### src/rtl/dram_row_pkg.sv
package dram_row_pkg;

   typedef enum logic [2:0] {
      PH_IDLE = 3'd0,
      PH_PRE  = 3'd1,
      PH_ROW  = 3'd2,
      PH_COL  = 3'd3,
      PH_CAS  = 3'd4
   } dram_phase_e;

   localparam int COLW_CODES = 4;
   localparam int COLW_BASE  = 8;
   localparam int COLW_MAX   = COLW_BASE + COLW_CODES - 1;

endpackage

### src/rtl/dram_addr_split.sv
module dram_addr_split
   import dram_row_pkg::*;
#(
   parameter int ADDR_W     = 24,
   parameter int MA_W       = 12,
   parameter int BYTE_SHIFT = 1
) (
   input  logic [ADDR_W-1:0] addr,
   input  logic [2:0]        code,
   output logic [MA_W-1:0]   col,
   output logic [MA_W-1:0]   row,
   output logic              code_ok
);

   localparam int WORD_W = ADDR_W - BYTE_SHIFT;
   localparam int EXT_W  = WORD_W + MA_W;

   if (MA_W < COLW_MAX) begin : g_bad_ma
      $fatal(1, "address bus narrower than widest column");
   end
   if (WORD_W < COLW_MAX) begin : g_bad_addr
      $fatal(1, "word address narrower than widest column");
   end

   logic [EXT_W-1:0] word_ext;
   logic [MA_W-1:0]  col_c [COLW_CODES];
   logic [MA_W-1:0]  row_c [COLW_CODES];

   assign word_ext = {{MA_W{1'b0}}, addr[ADDR_W-1:BYTE_SHIFT]};

   for (genvar k = 0; k < COLW_CODES; k++) begin : g_width
      localparam int CW = COLW_BASE + k;
      assign col_c[k] = MA_W'(word_ext[CW-1:0]);
      assign row_c[k] = word_ext[CW +: MA_W];
   end

   assign code_ok = ~code[2];
   assign col     = col_c[code[1:0]];
   assign row     = row_c[code[1:0]];

endmodule

### src/rtl/dram_row_tracker.sv
module dram_row_tracker #(
   parameter int   MA_W      = 12,
   parameter logic HOLD_AREA = 1'b1
) (
   input  logic            clk,
   input  logic            rst_n,
   input  logic            clear,
   input  logic            finish,
   input  logic            keep,
   input  logic [MA_W-1:0] fin_row,
   input  logic [MA_W-1:0] req_row,
   input  logic            req_area,
   output logic            open_valid,
   output logic            hit
);

   logic [MA_W-1:0] open_row;

   always_ff @(posedge clk or negedge rst_n) begin
      if (!rst_n) begin
         open_valid <= 1'b0;
         open_row   <= '0;
      end else if (finish) begin
         open_valid <= keep;
         open_row   <= fin_row;
      end else if (clear) begin
         open_valid <= 1'b0;
      end
   end

   assign hit = open_valid && (req_area == HOLD_AREA) && (req_row == open_row);

endmodule

### src/rtl/dram_timing_fsm.sv
module dram_timing_fsm
   import dram_row_pkg::*;
#(
   parameter int PRE_CYC = 2,
   parameter int CAS_CYC = 2
) (
   input  logic        clk,
   input  logic        rst_n,
   input  logic        go_col,
   input  logic        go_pre,
   input  logic        go_row,
   output dram_phase_e phase,
   output logic        finish
);

   localparam int LONGEST = (PRE_CYC > CAS_CYC) ? PRE_CYC : CAS_CYC;
   localparam int CNT_W   = $clog2(LONGEST + 1);

   if (PRE_CYC < 1 || CAS_CYC < 1) begin : g_bad_timing
      $fatal(1, "timing counts must be at least one cycle");
   end

   logic [CNT_W-1:0] cnt;

   always_ff @(posedge clk or negedge rst_n) begin
      if (!rst_n) begin
         phase <= PH_IDLE;
         cnt   <= '0;
      end else begin
         unique case (phase)
            PH_IDLE: begin
               if (go_col) begin
                  phase <= PH_COL;
               end else if (go_pre) begin
                  phase <= PH_PRE;
                  cnt   <= CNT_W'(PRE_CYC - 1);
               end else if (go_row) begin
                  phase <= PH_ROW;
               end
            end
            PH_PRE: begin
               if (cnt == '0) phase <= PH_ROW;
               else           cnt   <= cnt - 1'b1;
            end
            PH_ROW: phase <= PH_COL;
            PH_COL: begin
               phase <= PH_CAS;
               cnt   <= CNT_W'(CAS_CYC - 1);
            end
            PH_CAS: begin
               if (cnt == '0) phase <= PH_IDLE;
               else           cnt   <= cnt - 1'b1;
            end
            default: phase <= PH_IDLE;
         endcase
      end
   end

   assign finish = (phase == PH_CAS) && (cnt == '0);

endmodule

### src/rtl/dram_row_ctrl.sv
module dram_row_ctrl
   import dram_row_pkg::*;
#(
   parameter int   ADDR_W    = 24,
   parameter int   DATA_W    = 16,
   parameter int   MA_W      = 12,
   parameter int   PRE_CYC   = 2,
   parameter int   CAS_CYC   = 2,
   parameter logic HOLD_AREA = 1'b1
) (
   input  logic              clk,
   input  logic              rst_n,
   input  logic [2:0]        cfg_colw,
   input  logic              cfg_hold,
   input  logic              idle_close,
   input  logic              req_valid,
   output logic              req_ready,
   input  logic [ADDR_W-1:0] req_addr,
   input  logic              req_we,
   input  logic              req_area,
   input  logic [DATA_W-1:0] req_wdata,
   output logic [MA_W-1:0]   ma,
   output logic              ras_n,
   output logic              cas_n,
   output logic              we_n,
   output logic [DATA_W-1:0] dq_out,
   output logic              dq_oe,
   input  logic [DATA_W-1:0] dq_in,
   output logic              done,
   output logic [DATA_W-1:0] rd_data,
   output logic              cfg_err
);

   localparam int BYTE_SHIFT = $clog2(DATA_W / 8);

   if (DATA_W < 8 || (DATA_W % 8) != 0) begin : g_bad_data
      $fatal(1, "data width must be a whole number of bytes");
   end

   logic [MA_W-1:0]   split_col, split_row;
   logic              code_ok;
   logic              open_valid, row_hit, hit_eff;
   logic              accept, finish, tracker_clear, keep_row;
   dram_phase_e       phase;
   logic [MA_W-1:0]   row_q, col_q;
   logic              we_q, area_q;
   logic [DATA_W-1:0] wd_q;
   logic              in_idle, in_cas, col_side;

   dram_addr_split #(
      .ADDR_W     (ADDR_W),
      .MA_W       (MA_W),
      .BYTE_SHIFT (BYTE_SHIFT)
   ) u_split (
      .addr    (req_addr),
      .code    (cfg_colw),
      .col     (split_col),
      .row     (split_row),
      .code_ok (code_ok)
   );

   assign in_idle  = (phase == PH_IDLE);
   assign in_cas   = (phase == PH_CAS);
   assign col_side = (phase == PH_COL) || in_cas;

   assign req_ready     = in_idle && code_ok;
   assign cfg_err       = ~code_ok;
   assign accept        = req_valid && req_ready;
   assign hit_eff       = row_hit && !idle_close;
   assign tracker_clear = (in_idle && idle_close) || (accept && !hit_eff);
   assign keep_row      = cfg_hold && (area_q == HOLD_AREA);

   dram_row_tracker #(
      .MA_W      (MA_W),
      .HOLD_AREA (HOLD_AREA)
   ) u_track (
      .clk        (clk),
      .rst_n      (rst_n),
      .clear      (tracker_clear),
      .finish     (finish),
      .keep       (keep_row),
      .fin_row    (row_q),
      .req_row    (split_row),
      .req_area   (req_area),
      .open_valid (open_valid),
      .hit        (row_hit)
   );

   dram_timing_fsm #(
      .PRE_CYC (PRE_CYC),
      .CAS_CYC (CAS_CYC)
   ) u_fsm (
      .clk    (clk),
      .rst_n  (rst_n),
      .go_col (accept && hit_eff),
      .go_pre (accept && !hit_eff && open_valid),
      .go_row (accept && !hit_eff && !open_valid),
      .phase  (phase),
      .finish (finish)
   );

   always_ff @(posedge clk or negedge rst_n) begin
      if (!rst_n) begin
         row_q  <= '0;
         col_q  <= '0;
         we_q   <= 1'b0;
         area_q <= 1'b0;
         wd_q   <= '0;
      end else if (accept) begin
         row_q  <= split_row;
         col_q  <= split_col;
         we_q   <= req_we;
         area_q <= req_area;
         wd_q   <= req_wdata;
      end
   end

   always_ff @(posedge clk or negedge rst_n) begin
      if (!rst_n) begin
         done    <= 1'b0;
         rd_data <= '0;
      end else begin
         done <= finish;
         if (finish && !we_q) rd_data <= dq_in;
      end
   end

   always_comb begin
      if (in_idle) ras_n = ~open_valid;
      else         ras_n = (phase == PH_PRE) || (phase == PH_ROW);
   end

   assign cas_n  = ~in_cas;
   assign dq_oe  = in_cas && we_q;
   assign we_n   = ~dq_oe;
   assign dq_out = wd_q;
   assign ma     = col_side ? col_q : row_q;

endmodule

### config.mk
export PLATFORM = sky130hd
export DESIGN_NAME = dram_row_ctrl
export DESIGN_NICKNAME = d
export VERILOG_FILES = /design/src/rtl/dram_row_pkg.sv /design/src/rtl/dram_addr_split.sv /design/src/rtl/dram_row_tracker.sv /design/src/rtl/dram_timing_fsm.sv /design/src/rtl/dram_row_ctrl.sv
export SDC_FILE = /design/constraint.sdc
export NUM_CORES = 1
export LEC_CHECK = 0
export ABC_AREA = 1
export BUFFER_PORTS_ARGS = -buffer_cell sky130_fd_sc_hd__buf_4
export CORE_UTILIZATION = 50
export CTS_CLUSTER_DIAMETER = 80
export DETAILED_ROUTE_END_ITERATION = 12
export MAX_ROUTING_LAYER = met4
export PLACE_DENSITY = 0.87
export SLEW_MARGIN = 15
export SYNTH_ARGS = -nofsm -noshare
export SYNTH_HDL_FRONTEND = slang
export SYNTH_HIERARCHICAL = 1
export SYNTH_SLANG_ARGS = --single-unit
### constraint.sdc
create_clock -name clk -period 4.7 [get_ports clk]
set_clock_uncertainty 0.15 [all_clocks]
set_input_delay 0.705 -clock clk [delete_from_list [all_inputs] [get_ports clk]]
set_output_delay 0.705 -clock clk [all_outputs]
set_load 0.02 [all_outputs]
# Yosys cells after proc, flatten, opt, wreduce, memory -nomap -nowiden
# Cells that the tools add are included.
# word_totals
register_bits	77
elab_cells	77
out_inout_bits	51
mem_count	0
latch_bits	0
ramBits	0
romBits	0
# classes
n_div	0
bitwise_logic	5
n_reduce_logical	28
n_lt_le_gt_ge	1
shift	0
n_mul	0
n_mux	20
addsub	1
eq_ne	11
# ops
operator	n
12-bit two-way mux	5
12-bit binary-select mux with 2-bit select	2
3-bit two-way mux	5
3-bit one-hot mux with 5 select lines	1
1-bit logical AND	14
12-bit == test	1
3-bit by 2-bit == test with 1-bit output, second input constant	2
2-bit two-way mux	3
2-bit by 1-bit != test with 1-bit output, second input constant	3
2-bit one-hot mux with 3 select lines	1
1-bit zero test	4
2-bit != test, second input constant	2
4-bit by 1-bit != test with 1-bit output, second input constant	1
1-bit inverter	4
4-bit AND reduction	1
3-bit by 1-bit == test with 1-bit output, second input constant	1
3-bit == test, second input constant	1
3-bit greater-or-equal comparator, second input constant	1
3-bit zero test	1
1-bit logical OR	3
1-bit two-way mux	3
2-bit inverter with 3-bit output	1
3-bit AND reduction	1
3-bit nonzero test	1
other kinds (4)	4

# Depth between registers and ports, before layout
# logic_depth
word_depth	14
ltp_mapped	23
ltp_nobuf	22

# Modules after synthesis
# The synthesis kept the hierarchy.
# by_module_without_submodules
module	area_each_um2	seq_area_each_um2	n_inst	cells_each
dram_row_ctrl	2546.2	1476.4	1	312
dram_row_tracker	701.9	325.3	1	103
dram_addr_split	464.2	0.0	1	101
dram_timing_fsm	311.5	125.1	1	42

# Least setup slack after synthesis
# No wires, ideal clock.
# synth_path
kind	input to register
start	input port cfg_colw[1]
end	register u_fsm.cnt[0]
path_buffers	1
setup_slack_ns	2.200
required_ns	4.433
setup_time_ns	0.117
t_arrival_ns	2.233
stages	21
path_cell_list	inv_1 -> buf_2 -> nand3_1 -> nand2_1 -> inv_1 -> nand2_1 -> nand2_1 -> inv_2 -> nand2_1 -> nor2_1 -> nand2_1 -> nor2_2 -> inv_1 -> nor3_1 -> inv_1 -> nand2_1 -> nand3_1 -> nand2_1 -> inv_1 -> nand3_1 -> nand2_1
# synth_via
elab_chain_len	12
elab_cells_between_ends	14
classes_between	3 x eq/ne; 3 x mux; 1 x bitwise; 7 x reduce/logical
# synth_rtl
element	line_no	source
start, declared	dram_row_ctrl.sv:13	input logic [2:0] cfg_colw,
2-bit inverter with 3-bit output (not written as such) (*)	dram_addr_split.sv:39	assign row = row_c[code[1:0]];
12-bit binary-select mux with 2-bit select (*)	dram_addr_split.sv:39	
12-bit two-way mux (not written as such) (*) (2 in a row)	dram_addr_split.sv:39	
named net split_row[11]	dram_row_ctrl.sv:40	logic [MA_W-1:0] split_col, split_row;
12-bit == test (*)	dram_row_tracker.sv:31	assign hit = open_valid && (req_area == HOLD_AREA) && (req_row == open_row);
1-bit logical AND (*)	dram_row_tracker.sv:31	
named net row_hit	dram_row_ctrl.sv:42	logic open_valid, row_hit, hit_eff;
1-bit logical AND (*)	dram_row_ctrl.sv:69	assign hit_eff = row_hit && !idle_close;
1-bit zero test	dram_row_ctrl.sv:96	.go_pre (accept && !hit_eff && open_valid),
1-bit logical AND (2 in a row)	dram_row_ctrl.sv:96	
2-bit by 1-bit != test with 1-bit output (no source line)	n/a	
4-bit AND reduction (no source line) (*)	n/a	
end signal, assigned	dram_timing_fsm.sv:43	else cnt <= cnt - 1'b1;
end signal, assigned	dram_timing_fsm.sv:48	cnt <= CNT_W'(CAS_CYC - 1);
end signal, assigned	dram_timing_fsm.sv:52	else cnt <= cnt - 1'b1;
end, declared	dram_timing_fsm.sv:23	logic [CNT_W-1:0] cnt;
# Mark *: on every way through the listed nets, which the timed path passes. The rest lies on a longest branch. The select of a mux whose other input is x is not followed.
# A chain may end at the register's enable or synchronous reset.

# Worst setup path in the final report
# layout_path
start	register u_fsm.phase[0]
end	output port ma[4]
# layout_via
elab_chain_len	3
elab_cells_between_ends	4
classes_between	2 x eq/ne; 1 x mux; 1 x reduce/logical
# layout_rtl
element	line_no	source
start, declared	dram_timing_fsm.sv:12	output dram_phase_e phase,
start signal, assigned	dram_timing_fsm.sv:27	phase <= PH_IDLE;
start signal, assigned	dram_timing_fsm.sv:33	phase <= PH_COL;
start signal, assigned	dram_timing_fsm.sv:35	phase <= PH_PRE;
3-bit by 2-bit == test with 1-bit output or 3-bit == test (tied branches)	dram_row_ctrl.sv:64, dram_row_ctrl.sv:63	
1-bit logical OR (*)	dram_row_ctrl.sv:64	assign col_side = (phase == PH_COL) || in_cas;
12-bit two-way mux (*)	dram_row_ctrl.sv:137	assign ma = col_side ? col_q : row_q;
end, declared	dram_row_ctrl.sv:22	output logic [MA_W-1:0] ma,
# Mark *: on every way between the ends. The rest lies on a longest branch, timed or not.

==> impl_metrics.env <==
export IMPL_status="complete, no violations"
export IMPL_power_leakage_uw=0.00289
export IMPL_synth_edf_count=0
export IMPL_ctsResizeCount=0
export IMPL_r2r_slack_ns=2.10
export IMPL_synth_distinct_cells=29
export IMPL_synth_common_cells="nand2_1, dfrtp_1, nand3_1"
export IMPL_grt_max_degree=78
export IMPL_finish_instance_area_um2=5030
export IMPL_cts_tree="built"
export IMPL_ant_nets=0
export IMPL_placed_area_um2=4820
export IMPL_required_ns=3.85
export IMPL_htreeDepth=3
export IMPL_grt_overflow_total=0
export IMPL_finalHoldViolCount=0
export IMPL_grt_antenna_before_repair=0
export IMPL_synth_most_common_cell="nand2_1"
export IMPL_wirelength_mm=9.34
export IMPL_synth_async_sr_flop_share_pct=100
export IMPL_firstDrtPassIters=7
export IMPL_cts_sinks=77
export IMPL_yosys_warnings=6
export IMPL_ys_seq_area_share_pct=47.9
export IMPL_worst_slack_ns=1.40
export IMPL_coreArea_um2=7770
export IMPL_crit_type="reg -> out"
export IMPL_pin_count=117
export IMPL_reg2reg_depth=10
export IMPL_crit_arrival_ns=2.45
export IMPL_yosysTopAreaCell="dfrtp_1"
export IMPL_wl_per_cell_um=12.3
export IMPL_clock_path_buffers=2
export IMPL_synth_area_um2=4020
export IMPL_r2r_start="u_fsm/phase[0]"
export IMPL_viasPerCell=4.97
export IMPL_tns_ns=0
export IMPL_routabilityCongestion=0.842
export IMPL_maxCapViolCount=0
export IMPL_finalSetupViolations=0
export IMPL_initial_utilization_pct=51.8
export IMPL_hold_start="rd_data[11]"
export IMPL_dieArea_um2=8410
export IMPL_worstSetupStartpointType="register"
export IMPL_ys_flop_type="dfrtp_1"
export IMPL_rsz0062_at_grt="no"
export IMPL_synth_nets=625
export IMPL_cts_hold_buf=0
export IMPL_power_density_nw_per_um2=630
export IMPL_diodes=0
export IMPL_fin_crit_sh_pct=70.3
export IMPL_chipHeight_um=91.7
export IMPL_hold_path_class="reg -> reg"
export IMPL_syn_avg_cell_area_um2=7.21
export IMPL_drcViolationCount=0
export IMPL_drt_iter0_markers=251
export IMPL_place_hpwl_mm=6.61
export IMPL_cts_inserted_buffers=9
export IMPL_min_delay_path_depth=2
export IMPL_preCtsSetupSlack_ns=1.60
export IMPL_fin_nets=722
export IMPL_end_kind="output port"
export IMPL_drive_above_1_share_pct=22.3
export IMPL_min_to="rd_data[11]"
export IMPL_vias=3785
export IMPL_path_max_fanout=13
export IMPL_period_needed_ns=3.30
export IMPL_grt_use_total_pct=24.7
export IMPL_fp_dieW_um=91.7
export IMPL_worstMarginPinSlew_ns=0.935
export IMPL_synthCells=558
export IMPL_slew_headroom_pct=37.7
export IMPL_grt_pass1_wl_mm=15.9
export IMPL_rows=32
export IMPL_port_buffers=115
export IMPL_synth_top_area_share_pct=47.9
export IMPL_ir_drop_uv=433
export IMPL_max_freq_mhz=303
export IMPL_total_power_uw=3170
export IMPL_cts_root_buf="clkbuf_8"
export IMPL_reg2reg_to="u_fsm/cnt[0]"
export IMPL_cts_setup_buffers=0
export IMPL_synthToLayoutAreaGrowth_pct=25.0
export IMPL_synthTopCellsByArea="dfrtp_1, nand2_1, nand3_1, inv_1, buf_4"
export IMPL_slew_viol_final=0
export IMPL_grt_pass1_vias=3650
export IMPL_ys_ff_latch=77
export IMPL_clk_latency_ns=0.35
export IMPL_final_core_util_pct=64.8
export IMPL_clk_pin_slew_ns=0.07
==> routing by layer <==
| layer | track usage, % | wire (um) | part of all wire, % |
|---|---|---|---|
| met1 | 30.1 | 4030 | 43 |
| met2 | 40.7 | 4640 | 50 |
| met3 | 3.81 | 479 | 5.1 |
| met4 | 11.7 | 198 | 2.1 |
| met5 | - | 0 | 0 |
==> flip-flops by register name, indices dropped and copies added (netlist names) <==
register            flops
u_track/open_valid      1
we_q                    1
rd_data                16
area_q                  1
col_q                  12
dq_out                 16
u_fsm/phase             3
u_track/open_row       12
row_q                  12
done                    1
u_fsm/cnt               2
==> placed cells by master (no fill, tap or decap) <==
cell,count
a21oi_1,4
a22o_1,1
buf_4,116
bufinv_16,2
clkbuf_1,2
clkbuf_8,9
clkinv_1,1
clkinv_2,3
conb_1,1
dfrtp_1,77
ha_1,1
inv_1,49
inv_2,3
nand2_1,286
nand2_2,6
nand3_1,56
nand3_2,2
nand4_4,1
nor2_1,12
nor2_2,2
nor2_4,3
nor3_1,4
o21ai_0,11
o21ai_1,2
o22ai_1,1
o31ai_1,1
or2_0,1
xnor2_1,1
xor2_1,2
==> cell families (layout without fill, tap and decap cells) <==
group	after synthesis	after routing	share of synthesized area, %
flip-flops	77	77	47.9
AND/OR/NAND/NOR	373	373	38.5
buffers and inverters	83	185	9.92
other	1	1	0.0932
XOR/XNOR	3	3	0.653
adder cells (fa/ha/maj)	1	1	0.311
AO/OA/AOI/OAI	20	20	2.67
==> report_power, final <==
part	internal [uW]	leakage (uW)	switching, uW	total, uW
clock network	297	0.000107	238	535
registers	948	0.000969	206	1150
logic	575	0.00182	909	1480
==> per-stage QoR <==
step           cells  hold slack [ns]
2_1_floorplan    558            0.259
3_3_place_gp     746            0.304
3_5_place_dp     746            0.314
4_1_cts          762            0.330
5_1_grt          762            0.354
6_report         762            0.327
==> worst max path at each step <==
stage | from | end | slack (ns) | depth (start not counted)
final | u_fsm/phase[0] | ma[4] | 1.40 | 5
after global routing | u_fsm/phase[0] | ma[4] | 1.14 | 5
after CTS | u_fsm/phase[0] | ma[4] | 1.41 | 5
after detailed placement | cfg_colw[1] | u_fsm/cnt[0] | 1.60 | 19
after global placement | cfg_colw[1] | u_fsm/cnt[0] | 1.80 | 21
after floorplan | cfg_colw[1] | u_fsm/cnt[0] | 2.20 | 21
==> worst max-delay path, stage by stage (launching register included) <==
cell and delay [ns]:
dfrtp_1 0.50, o21ai_1 0.74, nand2_1 0.45, nand2_1 0.18
nand2_1 0.07, buf_4 0.16
==> cell type report <==
cell class                      instances  area (um^2)
Timing Repair Buffer                  116          871
Clock inverter                          5         75.1
Fill cell                             675         2740
Tap cell                              102          128
Clock buffer                           11          131
Inverter                               53          199
Multi-Input combinational cell        398         1700
Sequential cell                        77         1930
Note: power is estimated with default switching activity, not from simulation.
